===== src/rtl/uas_pkg.sv =====
package uas_pkg;

  typedef enum logic [2:0] {
    ST_OFF,
    ST_WAIT,
    ST_SETTLE,
    ST_RESET,
    ST_RECOVER,
    ST_READY
  } uas_state_e;

  function automatic int unsigned umax(input int unsigned a, input int unsigned b);
    return (a > b) ? a : b;
  endfunction

endpackage


===== src/rtl/uas_sync.sv =====
module uas_sync #(
  parameter int W      = 2,
  parameter int STAGES = 2
) (
  input  logic         clk,
  input  logic         rst_n,
  input  logic [W-1:0] d,
  output logic [W-1:0] q
);

  logic [W-1:0] stg_q [STAGES];

  always_ff @(posedge clk or negedge rst_n) begin
    if (!rst_n) begin
      for (int i = 0; i < STAGES; i++) stg_q[i] <= '0;
    end else begin
      stg_q[0] <= d;
      for (int i = 1; i < STAGES; i++) stg_q[i] <= stg_q[i-1];
    end
  end

  assign q = stg_q[STAGES-1];

endmodule


===== src/rtl/uas_timer.sv =====
module uas_timer #(
  parameter int CW = 8
) (
  input  logic          clk,
  input  logic          rst_n,
  input  logic          clr,
  input  logic          tick,
  output logic [CW-1:0] count
);

  logic [CW-1:0] cnt_q, cnt_d;

  always_comb begin
    cnt_d = cnt_q;
    if (clr)       cnt_d = '0;
    else if (tick) cnt_d = cnt_q + CW'(1);
  end

  always_ff @(posedge clk or negedge rst_n) begin
    if (!rst_n) cnt_q <= '0;
    else        cnt_q <= cnt_d;
  end

  assign count = cnt_q;

endmodule


===== src/rtl/usb_attach_seq.sv =====
module usb_attach_seq
  import uas_pkg::*;
#(
  parameter int unsigned SETTLE_MS  = 100,
  parameter int unsigned RESET_MS   = 50,
  parameter int unsigned RECOVER_MS = 10,
  parameter int unsigned SE0_LOSS   = 2
) (
  input  logic clk,
  input  logic rst_n,
  input  logic host_en,
  input  logic dp_in,
  input  logic dm_in,
  input  logic tick_1ms,
  input  logic irq_clr,
  output logic pulldn_en,
  output logic bus_rst,
  output logic sof_en,
  output logic attach_pulse,
  output logic attach_flag,
  output logic speed_low,
  output logic dev_ready
);

  localparam int unsigned SYNC_DEPTH  = 2;
  localparam int unsigned SETTLE_LIM  = umax(SETTLE_MS, 10);
  localparam int unsigned RESET_LIM   = umax(RESET_MS, 50);
  localparam int unsigned RECOVER_LIM = umax(RECOVER_MS, 1);
  localparam int unsigned MAX_LIM     = umax(umax(SETTLE_LIM, RESET_LIM), RECOVER_LIM);
  localparam int          TW          = $clog2(MAX_LIM + 2);
  localparam int          DW          = $clog2(SE0_LOSS + 2);

  // line synchronizer: bit 0 = D+, bit 1 = D-
  logic [1:0] line_s;
  uas_sync #(.W(2), .STAGES(SYNC_DEPTH)) u_sync (
    .clk   (clk),
    .rst_n (rst_n),
    .d     ({dm_in, dp_in}),
    .q     (line_s)
  );

  logic bus_se0, one_high, fs_idle;
  assign bus_se0  = ~line_s[0] & ~line_s[1];
  assign one_high = line_s[0] ^ line_s[1];
  assign fs_idle  = line_s[0] & ~line_s[1];

  uas_state_e state_q, state_d;
  logic       speed_q, speed_d;
  logic       flag_q, flag_d;
  logic       pulse_q, pulse_d;

  // phase timer, cleared on every state change
  logic          timed_st, tmr_clr, tmr_hit;
  logic [TW-1:0] tmr_cnt, lim_m1;

  assign timed_st = (state_q == ST_SETTLE) || (state_q == ST_RESET) ||
                    (state_q == ST_RECOVER);
  assign tmr_clr  = (state_d != state_q);

  uas_timer #(.CW(TW)) u_phase_tmr (
    .clk   (clk),
    .rst_n (rst_n),
    .clr   (tmr_clr),
    .tick  (tick_1ms & timed_st),
    .count (tmr_cnt)
  );

  always_comb begin
    unique case (state_q)
      ST_SETTLE:  lim_m1 = TW'(SETTLE_LIM - 1);
      ST_RESET:   lim_m1 = TW'(RESET_LIM - 1);
      ST_RECOVER: lim_m1 = TW'(RECOVER_LIM - 1);
      default:    lim_m1 = '0;
    endcase
  end

  assign tmr_hit = tick_1ms & timed_st & (tmr_cnt == lim_m1);

  // detach filter: counts consecutive SE0 ticks while ready
  logic          se0_clr, se0_loss;
  logic [DW-1:0] se0_cnt;

  assign se0_clr = (state_q != ST_READY) | ~bus_se0;

  uas_timer #(.CW(DW)) u_se0_tmr (
    .clk   (clk),
    .rst_n (rst_n),
    .clr   (se0_clr),
    .tick  (tick_1ms),
    .count (se0_cnt)
  );

  assign se0_loss = (state_q == ST_READY) & bus_se0 & tick_1ms &
                    (se0_cnt == DW'(SE0_LOSS));

  // next state
  always_comb begin
    state_d = state_q;
    speed_d = speed_q;
    flag_d  = flag_q;
    pulse_d = 1'b0;
    if (irq_clr) flag_d = 1'b0;
    if (!host_en) begin
      state_d = ST_OFF;
      speed_d = 1'b0;
    end else begin
      unique case (state_q)
        ST_OFF: state_d = ST_WAIT;
        ST_WAIT: begin
          speed_d = 1'b0;
          if (one_high) begin
            state_d = ST_SETTLE;
            pulse_d = 1'b1;
            flag_d  = 1'b1;
          end
        end
        ST_SETTLE: if (tmr_hit) begin
          state_d = ST_RESET;
          speed_d = ~fs_idle;
        end
        ST_RESET:   if (tmr_hit) state_d = ST_RECOVER;
        ST_RECOVER: if (tmr_hit) state_d = ST_READY;
        ST_READY: if (se0_loss) begin
          state_d = ST_WAIT;
          speed_d = 1'b0;
        end
        default: state_d = ST_OFF;
      endcase
    end
  end

  // registers
  always_ff @(posedge clk or negedge rst_n) begin
    if (!rst_n) begin
      state_q <= ST_OFF;
      speed_q <= 1'b0;
      flag_q  <= 1'b0;
      pulse_q <= 1'b0;
    end else begin
      state_q <= state_d;
      speed_q <= speed_d;
      flag_q  <= flag_d;
      pulse_q <= pulse_d;
    end
  end

  assign pulldn_en    = (state_q != ST_OFF);
  assign bus_rst      = (state_q == ST_RESET);
  assign sof_en       = (state_q == ST_RECOVER) || (state_q == ST_READY);
  assign dev_ready    = (state_q == ST_READY);
  assign attach_pulse = pulse_q;
  assign attach_flag  = flag_q;
  assign speed_low    = speed_q;

endmodule


===== config.mk =====
export PLATFORM = sky130hd
export DESIGN_NAME = usb_attach_seq
export DESIGN_NICKNAME = d
export VERILOG_FILES = /design/src/rtl/uas_pkg.sv /design/src/rtl/uas_sync.sv /design/src/rtl/uas_timer.sv /design/src/rtl/usb_attach_seq.sv
export SDC_FILE = /design/constraint.sdc
export NUM_CORES = 1
export LEC_CHECK = 0
export BUFFER_PORTS_ARGS = -buffer_cell sky130_fd_sc_hd__clkbuf_2
export CAP_MARGIN = 20
export CORE_MARGIN = 3
export CORE_UTILIZATION = 50
export CTS_CLUSTER_SIZE = 28
export DETAILED_ROUTE_END_ITERATION = 10
export HOLD_SLACK_MARGIN = 0.1
export PLACE_DENSITY = 0.78
export REMOVE_ABC_BUFFERS = 1
export SETUP_SLACK_MARGIN = 0.5
export SLEW_MARGIN = 40
export SYNTH_ARGS = -nofsm -noshare
export SYNTH_HDL_FRONTEND = slang
export SYNTH_HIERARCHICAL = 1
export SYNTH_SLANG_ARGS = --single-unit

===== constraint.sdc =====
create_clock -name clk -period 2.05 [get_ports clk]
set_input_delay 0 -clock clk [delete_from_list [all_inputs] [get_ports clk]]
set_output_delay 0 -clock clk [all_outputs]
set_load 0.01 [all_outputs]

## Yosys cells after proc, flatten, opt, wreduce, memory -nomap -nowiden

Index checks and enable logic that the tools add are counted.

- Bits in registers: 19
- Output and inout port bits: 7
- Input port bits: 7
- Logic and storage cells: 66

- Eq/ne operators: 12
- Muxes and demuxes: 23
- Add/sub/neg operators: 2
- Reduce and logical (&&, ||, !) cells: 8
- Bitwise operators: 13

Operator list:

| cell | count |
|---|---|
| 7-bit case mux with 3 select lines | 1 |
| 3-bit two-way mux | 6 |
| 3-bit case mux with 6 select lines | 1 |
| 7-bit two-way mux | 2 |
| 1-bit two-way mux | 10 |
| 7-bit by 1-bit adder with 7-bit output, second input constant | 1 |
| 1-bit AND | 7 |
| 7-bit equality test | 1 |
| 3-bit by 2-bit equality test with 1-bit output, second input constant | 2 |
| 3-bit equality test, second input constant | 2 |
| 3-bit != test, second input constant | 2 |
| 2-bit two-way mux | 2 |
| 4-bit by 1-bit != test with 1-bit output, second input constant | 1 |
| 1-bit inverter | 4 |
| 2-bit nonzero test | 2 |
| 3-bit by 1-bit equality test with 1-bit output, second input constant | 1 |
| 3-bit zero test | 1 |
| 1-bit logical OR | 3 |
| 3-bit by 2-bit != test with 1-bit output, second input constant | 1 |
| 3-bit != test | 1 |
| 1-bit case mux with 3 select lines | 1 |
| 3-bit AND reduction | 1 |
| 3-bit nonzero test | 1 |
| 2-bit by 1-bit adder with 2-bit output, second input constant | 1 |
| other kinds (3) | 3 |

## Longest topological paths before layout

- Depth after elaboration: 10
- Mapped depth: 8
- Depth with buffers taken out: 7

## Cells and area by module

The synthesis kept the hierarchy.

Modules (own cells, without submodules):

| module | sequential area each (µm²) | area an instance (µm²) | cells an instance | instances |
|---|---|---|---|---|
| usb_attach_seq | 150.1 | 599.3 | 72 | 1 |
| uas_timer (u_phase_tmr) | 175.2 | 307.8 | 29 | 1 |
| uas_sync | 100.1 | 115.1 | 6 | 1 |
| uas_timer (u_se0_tmr) | 50.0 | 88.8 | 7 | 1 |

## Worst setup path after synthesis

No wires, ideal clock.

- Path kind: flip-flop to flip-flop
- From: register state_q[1]
- To: register u_phase_tmr.cnt_q[6], in the netlist u_phase_tmr/count[6]
- Setup time: 0.078 ns
- Period minus slack after synthesis: 1.890 ns
- Required time: 1.972 ns
- Path slack: 0.160 ns
- Data arrival time: 1.813 ns
- Buffers on the path: 1
- Stages on the path, launching flop included: 8
- Cells stage by stage: dfrtp_1 -> buf_4 -> nor2b_1 -> and2_1 -> o21a_1 -> nand4_1 -> or3_1 -> a21oi_1

- Word-level cells in the longest chain between the ends: 10
- Elaborated cells on any way between the ends: 25
- Classes of those cells: eq/ne: 7; mux: 9; bitwise: 5; reduce/logical: 4

Ends and longest elaborated chain:

| item | line | source |
|---|---|---|
| from (decl) | usb_attach_seq.sv:47 | `uas_state_e state_q, state_d;` |
| from (signal assigned) | usb_attach_seq.sv:140 | `state_q <= state_d;` |
| branches (longest 10 deep; another with 7-bit case mux with 3 select lines) | -- |  |
| to (signal assigned) | uas_timer.sv:21 | `else cnt_q <= cnt_d;` |
| to (decl) | uas_timer.sv:11 | `logic [CW-1:0] cnt_q, cnt_d;` |

Several ways; the timed one is not identified.
A chain may end at the register's enable or synchronous reset.

## Final worst setup path

- From: register state_q[0]
- To: register u_phase_tmr.cnt_q[5], in the netlist u_phase_tmr/count[5]

- Word-level cells in the longest chain between the ends: 10
- Elaborated cells on any way between the ends: 25
- Classes of those cells: eq/ne: 7; mux: 9; bitwise: 5; reduce/logical: 4

Ends and longest elaborated chain:

| item | line | source |
|---|---|---|
| branches (longest 8 deep; another with 7-bit case mux with 3 select lines) | -- |  |
| 3-bit != test (*) | usb_attach_seq.sv:58 | `assign tmr_clr = (state_d != state_q);` |
| via tmr_clr | usb_attach_seq.sv:53 | `logic timed_st, tmr_clr, tmr_hit;` |
| 7-bit two-way mux or 2-bit nonzero test (tied branches) | -- |  |

Mark *: on every way through the listed nets, which the timed path passes.

==> run summary <==
Setup TNS = 0 ns
Hold crit path type = primary input to asynchronous set/reset pin
Max-cap violations = 0
Clock sinks = 19
Synth Area in Adders = 3.378%
Top cell by count, worst path = buf_4
Compound-Gate Fraction of Synth Area = 15.77%
Worst endpoint required time = 2.24 ns
Vias = 956
Worst Tran Pin Value = 0.4774 ns
Reg2reg path depth = 8
Die width = 53.14 um
Setup crit start kind = register
Hold_ws = 0.1859 ns
Minimum clock period = 1.871 ns
R2R Setup Slk = 0.18 ns
PwrDens = 530.3 mW/mm^2
Cell area after synthesis = 0.001111 sq mm
CTS buffer count = 3
DR vias/cell = 5.432
Mux cell area share after synthesis = 2.703%
CP bufs+invs = 2
Clk_lat worst skew = 0.29 ns
Port bufs = 13
Largest net degree at the start of global routing = 20
Syn Area/Cell = 9.746 sq um
Synth Register Bits = 19
Drt first pass iters = 4
Sequential share of the synthesized area = 42.79%
Final hold viol count = 0
Leak = 0.6887 nW
Critical R2R Capture = u_phase_tmr/count[5]
H-tree level count = 1
F_max = 534.5 MHz
RSZ-0062 raised after global routing = yes
Critical Path Fanout Max = 9
CP max-delay cell = dfrtp_2
Worst vdd ir = 0.0003316 V
CTS Buffer Depth = 2
GP Congestion = 0.8433
Inserted Diodes = 0
Vias in the first global route = 912
Yosys top cell area share = 42.79%
Largest family of logic cells by synthesized area = simple AND/OR/NAND/NOR gates
Worst R2R Start = state_q[0]
Max-slew headroom = 68.17%
Cell taking the most area after synthesis = dfrtp_1
Core Area = 0.002042 sq mm
Synth area leaders = dfrtp_1 (43%), xor2_1 (3.9%), nor2_1 (3.7%)
Layout area overhead = 31.08%
CP Cell Sequence = buf_4, and3b_1, a32oi_2, nor4_4, nand2_2, o31ai_2, buf_4, a21oi_1
DRT iter0 DRCs = 18
Initial antenna violation count = 0
DR WL/cell = 14.55 um
Total track usage = 20.01%
Period utilization = 91.27%
Yosys cell types = 41
Critical path's largest stage delay = 0.43 ns
DRC = 0
Setup Skew = 0.003485 ns
Routed Antenna Nets = 0
Share of cells above drive strength 1 = 36.91%
CP Class = register to register
Post-synthesis simple-gate area fraction = 23.65%
Row count = 16
Gr ovfl total = 0
Initial core utilization = 54.41%
Final Cell Area = 0.001456 sq mm
Slew Viols, Final = 0
Die height = 53.14 um
Delay-heaviest family, CP = simple AND/OR/NAND/NOR gates
Root buf cell = clkbuf_4
Clk slew on worst S/H paths = 0.11 ns
PnR Total Power = 0.7723 mW
Final nets = 160
Status = completed
First-pass GRT wire length = 4022 um
Mapped Cells = 114
Yosys Warn Count = 6
Post-DP HPWL = 1573 um
WP data arrival = 2.06 ns
XOR/XNOR Fraction of Synth Area = 5.518%
CTS tree = built
Element type at the critical path end = register
Final wirelength = 2560 um
Io pins = 14
Setup violations, final = 0
Area after DPL = 0.001212 sq mm
Area of the die = 0.002824 sq mm
==> cells in the mapped netlist <==
cell type / instances
buf_6: 1
buf_4: 3
a21o_1: 1
dfrtp_1: 19
o32ai_2: 1
clkbuf_1: 1
inv_1: 7
o21ai_0: 4
nor4_4: 1
nor2_1: 11
nor2b_1: 2
a21oi_2: 1
o22ai_1: 1
a32oi_1: 2
or3_1: 2
xor2_1: 5
nand4_1: 3
nand2b_1: 2
and3_1: 1
mux2i_1: 3
nand2_2: 1
and2b_1: 1
and2_1: 2
nand3_1: 2
o211ai_1: 2
buf_2: 1
o21a_1: 2
a21bo_1: 1
a31oi_1: 1
a21oi_1: 6
nand2_1: 9
o31ai_2: 1
nand3b_1: 2
xnor2_1: 2
and3b_1: 1
nor3b_4: 1
or2_2: 1
ha_1: 3
a41o_1: 1
nand4b_1: 1
nor3_1: 2
==> repair_timing <==
item / 4_1_cts / 5_1_grt
gates resized for setup: 9 / 10
hold endpoints to repair: 27 / 0
hold buffers: 6 / 0
setup endpoints to repair: 11 / 12
pin swaps: 5 / 7
buffers inserted: 8 / 4
==> worst max-delay path by stage <==
stage	cells after the start	slack, ns	to	startpoint
floorplan	6	0.07	u_phase_tmr/count[0]	state_q[1]
global placement	7	0.14	u_phase_tmr/count[0]	state_q[1]
finish	8	0.18	u_phase_tmr/count[5]	state_q[0]
CTS	7	0.24	u_phase_tmr/count[6]	state_q[2]
global route	8	0.08	u_phase_tmr/count[2]	state_q[0]
detailed placement	7	0.08	u_phase_tmr/count[6]	state_q[1]
==> final cells by class <==
type / instances / area (sq um)
Multi-Input combinational cell: 82 / 626.9
Sequential cell: 19 / 479.2
Clock buffer: 4 / 26.28
Inverter: 7 / 26.28
Tap cell: 27 / 33.78
Fill cell: 159 / 585.6
Timing Repair Buffer: 37 / 264.0
==> sequential cells by signal, indices dropped and copies added, names as in the netlist <==
signal / flops
attach_flag: 1
attach_pulse: 1
speed_low: 1
state_q: 3
u_phase_tmr/count: 7
u_se0_tmr/count: 2
u_sync/q: 2
u_sync/stg_q: 2
==> per-layer routing <==
layer / wire, um / global-route usage [%] / vias up
li1: - / - / 466
met1: 1107 / 24.51 / 455
met2: 1304 / 35.33 / 27
met3: 89 / 3.380 / 8
met4: 59 / 6.383 / 0
met5: 0 / 0 / -
==> through the flow <==
stage / worst slack [ns] / instances / utilization (%)
detailed placement: 0.07996 / 154 / 59.38
global placement: 0.1371 / 154 / 59.38
finish: 0.1789 / 176 / 71.32
floorplan: 0.07425 / 108 / -
CTS: 0.2421 / 172 / 68.20
global route: 0.07556 / 176 / 71.32
==> power breakdown <==
group | switching [mW] | internal, mW
sequential | 0.0119 | 0.388
combinational | 0.0944 | 0.0883
clock | 0.114 | 0.0757
total | 0.220 | 0.552
==> cell usage in the layout, fill, tap and decap left out, drive strengths merged, types with 2 or more instances in the layout <==
cell / Yosys / routed
nand4: 3 / 3
a21oi: 7 / 7
ha: 3 / 3
o21a: 2 / 2
o21ai: 4 / 4
nand3b: 2 / 2
nand2b: 2 / 2
buf: 5 / 18
and2: 2 / 2
nor2b: 2 / 2
or3: 2 / 2
nor2: 11 / 11
nand3: 2 / 2
xor2: 5 / 5
xnor2: 2 / 2
dfrtp: 19 / 19
clkbuf: 1 / 17
o211ai: 2 / 2
nor3: 2 / 2
dlygate4sd3: 0 / 6
mux2i: 3 / 3
nand2: 10 / 10
inv: 7 / 7
a32oi: 2 / 2
==> logic make-up after synthesis <==
kind of cell,Yosys count
flops,19
simple gates,45
mux,3
fa+ha+maj,3
xor+xnor,7
buf+inv,13
compound gates,24
==> worst reg2reg max path: stages (launching register included) <==
cell and delay, ns:
dfrtp_2 0.43, buf_4 0.19, and3b_1 0.23, a32oi_2 0.09, nor4_4 0.32, nand2_2 0.10
o31ai_2 0.18, buf_4 0.18, a21oi_1 0.05
No activity file was read; power rests on OpenSTA's default activity.
